`config.mk`:
```
export PLATFORM = sky130hd
export DESIGN_NAME = warp_issue_sched
export DESIGN_NICKNAME = d
export VERILOG_FILES = /design/src/rtl/wsched_pkg.sv /design/src/rtl/wsched_table.sv /design/src/rtl/wsched_rr_pick.sv /design/src/rtl/wsched_ptr.sv /design/src/rtl/warp_issue_sched.sv
export SDC_FILE = /design/constraint.sdc
export NUM_CORES = 1
export LEC_CHECK = 0
export ABC_AREA = 1
export BUFFER_PORTS_ARGS = -buffer_cell sky130_fd_sc_hd__buf_4
export CAP_MARGIN = 20
export CORE_MARGIN = 4
export CORE_UTILIZATION = 60
export CTS_BUF_LIST = sky130_fd_sc_hd__clkbuf_2 sky130_fd_sc_hd__clkbuf_4 sky130_fd_sc_hd__clkbuf_8
export DETAILED_ROUTE_END_ITERATION = 6
export PLACE_DENSITY = 0.8
export SLEW_MARGIN = 5
export SYNTH_ARGS = -nofsm -noshare
export SYNTH_HDL_FRONTEND = slang
export SYNTH_HIERARCHICAL = 1
export SYNTH_SLANG_ARGS = --single-unit
export TNS_END_PERCENT = 50
```
`constraint.sdc`:
```
create_clock -name clk -period 3.9 [get_ports clk]
set_input_delay 0.195 -clock clk [delete_from_list [all_inputs] [get_ports clk]]
set_output_delay 0.195 -clock clk [all_outputs]
set_load 0.05 [all_outputs]
```
`src/rtl/wsched_pkg.sv`:
```
package wsched_pkg;
  // Threads grouped into one warp
  localparam int unsigned THREADS_PER_WARP = 32;
  // Default resident warp count (768 threads)
  localparam int unsigned DEF_WARPS        = 24;
  // Default width of a thread block tag
  localparam int unsigned DEF_TAG_W        = 4;

  function automatic int unsigned idx_width(input int unsigned n);
    return (n > 1) ? $clog2(n) : 1;
  endfunction
endpackage

```
`src/rtl/wsched_table.sv`:
```
module wsched_table #(
  parameter int unsigned NUM_WARPS = 24,
  parameter int unsigned TAG_W     = 4,
  parameter int unsigned IDX_W     = 5
) (
  input  logic                            clk,
  input  logic                            rst_n,
  input  logic                            alloc_valid,
  input  logic [IDX_W-1:0]                alloc_warp,
  input  logic [TAG_W-1:0]                alloc_tag,
  input  logic                            retire_valid,
  input  logic [IDX_W-1:0]                retire_warp,
  input  logic [NUM_WARPS-1:0]            rdy_we,
  input  logic [NUM_WARPS-1:0]            rdy_val,
  output logic [NUM_WARPS-1:0]            elig,
  output logic [NUM_WARPS-1:0][TAG_W-1:0] tags
);
  for (genvar g = 0; g < NUM_WARPS; g++) begin : g_entry
    logic occ_q, occ_d, rdy_q, rdy_d;
    logic [TAG_W-1:0] tag_q;
    logic alloc_hit, retire_hit, tag_en;

    assign alloc_hit  = alloc_valid  && (int'(alloc_warp)  == g);
    assign retire_hit = retire_valid && (int'(retire_warp) == g);
    assign tag_en     = alloc_hit && !retire_hit;

    always_comb begin
      occ_d = occ_q;
      if (retire_hit)     occ_d = 1'b0;
      else if (alloc_hit) occ_d = 1'b1;

      rdy_d = rdy_q;
      if (retire_hit)     rdy_d = 1'b0;
      else if (rdy_we[g]) rdy_d = rdy_val[g];
      else if (alloc_hit) rdy_d = 1'b0;
    end

    always_ff @(posedge clk or negedge rst_n) begin
      if (!rst_n) begin
        occ_q <= 1'b0;
        rdy_q <= 1'b0;
      end else begin
        occ_q <= occ_d;
        rdy_q <= rdy_d;
      end
    end

    always_ff @(posedge clk or negedge rst_n) begin
      if (!rst_n)      tag_q <= '0;
      else if (tag_en) tag_q <= alloc_tag;
    end

    assign elig[g] = occ_q && rdy_q;
    assign tags[g] = tag_q;
  end
endmodule

```
`src/rtl/wsched_rr_pick.sv`:
```
module wsched_rr_pick #(
  parameter int unsigned NUM_WARPS = 24,
  parameter int unsigned IDX_W     = 5
) (
  input  logic [NUM_WARPS-1:0] elig,
  input  logic [IDX_W-1:0]     last,
  output logic                 found,
  output logic [IDX_W-1:0]     pick
);
  logic             upper_found, any_found;
  logic [IDX_W-1:0] upper_idx, any_idx;

  // Descending scan leaves the lowest index; the upper search covers
  // indices strictly above the last issued warp, the other wraps.
  always_comb begin
    upper_found = 1'b0;
    upper_idx   = '0;
    any_found   = 1'b0;
    any_idx     = '0;
    for (int i = NUM_WARPS - 1; i >= 0; i--) begin
      if (elig[i]) begin
        any_found = 1'b1;
        any_idx   = IDX_W'(i);
        if (i > int'(last)) begin
          upper_found = 1'b1;
          upper_idx   = IDX_W'(i);
        end
      end
    end
  end

  assign found = any_found;
  assign pick  = upper_found ? upper_idx : any_idx;
endmodule

```
`src/rtl/wsched_ptr.sv`:
```
module wsched_ptr #(
  parameter int unsigned NUM_WARPS = 24,
  parameter int unsigned IDX_W     = 5
) (
  input  logic             clk,
  input  logic             rst_n,
  input  logic             adv_en,
  input  logic [IDX_W-1:0] adv_val,
  output logic [IDX_W-1:0] last_q
);
  localparam logic [IDX_W-1:0] LAST_IDX = IDX_W'(NUM_WARPS - 1);

  logic [IDX_W-1:0] last_d;

  always_comb begin
    last_d = last_q;
    if (adv_en) last_d = adv_val;
  end

  always_ff @(posedge clk or negedge rst_n) begin
    if (!rst_n) last_q <= LAST_IDX;
    else        last_q <= last_d;
  end
endmodule

```
`src/rtl/warp_issue_sched.sv`:
```
module warp_issue_sched
  import wsched_pkg::*;
#(
  parameter int unsigned NUM_WARPS = DEF_WARPS,
  parameter int unsigned TAG_W     = DEF_TAG_W,
  localparam int unsigned IDX_W    = idx_width(NUM_WARPS)
) (
  input  logic                 clk,
  input  logic                 rst_n,
  input  logic                 alloc_valid,
  input  logic [IDX_W-1:0]     alloc_warp,
  input  logic [TAG_W-1:0]     alloc_tag,
  input  logic                 retire_valid,
  input  logic [IDX_W-1:0]     retire_warp,
  input  logic [NUM_WARPS-1:0] rdy_we,
  input  logic [NUM_WARPS-1:0] rdy_val,
  input  logic                 stall,
  output logic                 issue_valid,
  output logic [IDX_W-1:0]     issue_warp,
  output logic [TAG_W-1:0]     issue_tag
);
  logic [NUM_WARPS-1:0]            elig_vec;
  logic [NUM_WARPS-1:0][TAG_W-1:0] tag_tbl;
  logic                            pick_found;
  logic [IDX_W-1:0]                pick_idx;
  logic [IDX_W-1:0]                last_q;

  wsched_table #(.NUM_WARPS(NUM_WARPS), .TAG_W(TAG_W), .IDX_W(IDX_W)) u_table (
    .clk          (clk),
    .rst_n        (rst_n),
    .alloc_valid  (alloc_valid),
    .alloc_warp   (alloc_warp),
    .alloc_tag    (alloc_tag),
    .retire_valid (retire_valid),
    .retire_warp  (retire_warp),
    .rdy_we       (rdy_we),
    .rdy_val      (rdy_val),
    .elig         (elig_vec),
    .tags         (tag_tbl)
  );

  wsched_rr_pick #(.NUM_WARPS(NUM_WARPS), .IDX_W(IDX_W)) u_pick (
    .elig  (elig_vec),
    .last  (last_q),
    .found (pick_found),
    .pick  (pick_idx)
  );

  assign issue_valid = pick_found && !stall;
  assign issue_warp  = pick_idx;
  assign issue_tag   = tag_tbl[pick_idx];

  wsched_ptr #(.NUM_WARPS(NUM_WARPS), .IDX_W(IDX_W)) u_ptr (
    .clk     (clk),
    .rst_n   (rst_n),
    .adv_en  (issue_valid),
    .adv_val (pick_idx),
    .last_q  (last_q)
  );
endmodule

```
==> flow_summary.toml <==
[outcome]
status = "finished, violations left"
violations = "negative setup slack"

[synthesis]
synthesis.area_sq_um = 8790
yosysSeqAreaShare = 0.425
synth_edf_count = 0
synth-async-reset-ratio = 1.00
ys_seq_elements = 149
syn_area_per_cell_sq_um = 6.74
syn-num-nets = 1370
yosysWarnings = 6
syn_inst = 1303
synthDistinctLibCells = 38
yosys_most_used_dff = "dfrtp_1"

[timing]
min_period_ps = 3960
worst_pin_slew_ps = 895
period_share = 1.01
fmax_ghz = 0.253
setup_violations = 4
maxSlewHeadroom = 0.403
rsz0062_at_grt = "yes"
fin_skew_ps = 8.37
slew_violations = 0
timing.final.ws_setup_ps = -57.9
hold_violations = 0

[worst_setup_path]
startpoint_type = "flop"
worstSetupPathType = "reg -> out"
endpoint_kind = "primary output"
crit_arrival_ps = 3760
cp_max_fo = 10
r2r_cells = 16
worstPathRequired_ps = 3700
rrSetupSlack_ps = 1170

[floorplan]
fp.dieW_microns = 129
io_pins = 77
die_area_sq_um = 16600
rows = 43
initial_core_util = 0.623
core_area_sq_um = 14100
die_y_microns = 129

[layout]
stdcell_count = 1630
drive_gt1_frac = 0.165
final_common_cell = "nand2_1"
nets = 1504
synthToLayoutAreaGrowth_pct = 21.0
final_cell_mix = "nand2_1, nand3_1, inv_1"
antenna_cells = 0

[placement]
dp_slack_ps = 297
dp_cells = 1545
io_buffers = 76
gp_congestion = 0.979
dp_hpwl_microns = 19700

[grt]
grt-ovfl-total = 0
grt_pass1_vias = 8471
grtUsageTotal = 0.347
grt.busiest_layer = "met2"
gr-usage-met1 = 0.495
grt_max_degree = 100
grt_use_met2 = 0.533
grt_first_pass_wirelength_microns = 44400
grt_use_met3 = 0.0767
grt_antenna_before_repair = 0

[hold_path]
hold_class = "in -> reg"
holdPathStages = 3

[flow_run]
drv_cap = 0

[pwr]
leakage_nw = 5.94
power_density_nw_per_um2 = 783
ir_worst_vdd_uv = 662

[clock_tree]
clk_latency_ps = 460
clockRootBuffer = "clkbuf_8"
cts_tree = "done"
cts.sinks = 149
cts_buffer_depth = 2
h-tree-depth = 4
clk_pin_slew_ps = 90
numCtsBuffers = 17

[detailed_routing]
dr.pass1.iters = 6
avgRoutedWirePerCell_microns = 17.8
num_vias = 9227
drcViolationCount = 0
avgViaCountPerCell = 5.66
routed_wl_microns = 29000
antenna_left = 0
initialDrtViolationCount = 1261
[where the power goes]
part	switching, mW	leakage, nW	internal (mW)
combinational	3.23	3.88	1.84
sequential	0.218	1.87	1.85
clock	0.661	0.187	0.520
total	4.11	5.94	4.21
[synthesized netlist by cell type (2+ instances only)]
master	count	area [sq um]
dfrtp_1	145	3630
buf_4	3	22.5
nor3_1	5	25.0
nor2_2	9	56.3
inv_1	163	612
a21oi_1	24	120
dfstp_2	4	105
buf_2	9	45.0
nand2_4	2	22.5
nand3_2	2	20.0
clkbuf_1	12	45.0
o31ai_1	3	22.5
nand4_1	2	12.5
nor2_1	87	327
nand3_1	185	926
o21ai_0	17	85.1
buf_6	2	22.5
a21boi_0	5	37.5
o211ai_1	14	105
inv_2	11	41.3
nor2_4	14	158
nand2_1	537	2020
o21ai_1	4	20.0
nor4_1	2	12.5
or2_2	14	87.6
nand2_2	16	100
[state kept, by name (all words and copies together), names as in the netlist]
| signal | count |
|---|---|
| u_table/g_entry.tag_q | 96 |
| u_table/g_entry.rdy_q | 24 |
| u_ptr/last_q | 5 |
| u_table/g_entry.occ_q | 24 |
[routing by layer]
layer	part of all wire	vias to the layer above	routed length, microns
met2	0.45	595	13000
met3	0.12	60	3400
met4	0.027	0	783
li1	-	4330	-
met1	0.41	4242	11800
met5	0	-	0
[area by class of cell]
| class | instances | area (sq um) |
|---|---|---|
| multi-input combinational | 951 | 4330 |
| sequential | 149 | 3730 |
| fill | 1130 | 3460 |
| timing repair buffer | 141 | 1280 |
| inverter | 176 | 676 |
| clock buffer | 17 | 234 |
| tap | 180 | 225 |
| clock inverter | 15 | 146 |
| timing repair inverter | 1 | 8.76 |
[final timing paths]
path                                                 to                         start
max                                        issue_tag[3]               u_ptr/last_q[2]
min reg2reg                u_table/g_entry[10].tag_q[0]  u_table/g_entry[10].tag_q[0]
min in group asynchronous   u_table/g_entry[0].tag_q[3]                         rst_n
max in group asynchronous     u_table/g_entry[20].occ_q                         rst_n
max reg2reg                             u_ptr/last_q[0]               u_ptr/last_q[2]
min                            u_table/g_entry[3].rdy_q                     rdy_we[3]
[through the flow]
step	TNS (ps)	power (mW)	instance area [sq um]	hold slack [ps]	utilization
floorplan	0	5.05	8800	-101	-
global route	-1290	8.84	10600	26.6	0.754
global placement	0	6.22	9560	354	0.678
detailed placement	0	6.25	9560	359	0.678
finish	-190	8.32	10600	18.7	0.754
CTS	0	7.56	10300	0.0216	0.734
[worst max-delay path, stage by stage, from the launching register on]
cell and delay [ps]:
dfstp_2 590, buf_4 140, nand2_1 80, inv_1 90
nor2_1 80, o211ai_1 140, nand2_1 130, nor3_2 240
nand3_1 160, nor2_2 170, inv_2 80, nor2_1 130
nand2_2 80, nand3_4 170, clkinv_8 120, clkbuf_16 180
nand2_1 60, nand3_1 70, nand3_1 90, nand3_1 90
nand2_1 100, nand2_2 80, nand2_2 90, buf_8 140
[what timing repair did]
item	in CTS	in global routing
endpoints found under the hold margin	120	0
pin swaps	1	18
resized for setup	7	36
endpoints found under the setup margin	4	4
setup buffers	2	11
gates cloned	0	4
hold buffers	36	0
[kinds of logic after synthesis]
kind of cell           Yosys count  synth area share
AO/OA/AOI/OAI                   74            0.0511
buffers and inverters          203            0.0924
flip-flops                     149             0.425
AND/OR/NAND/NOR                877             0.432
(Power assumes the default switching activity.)
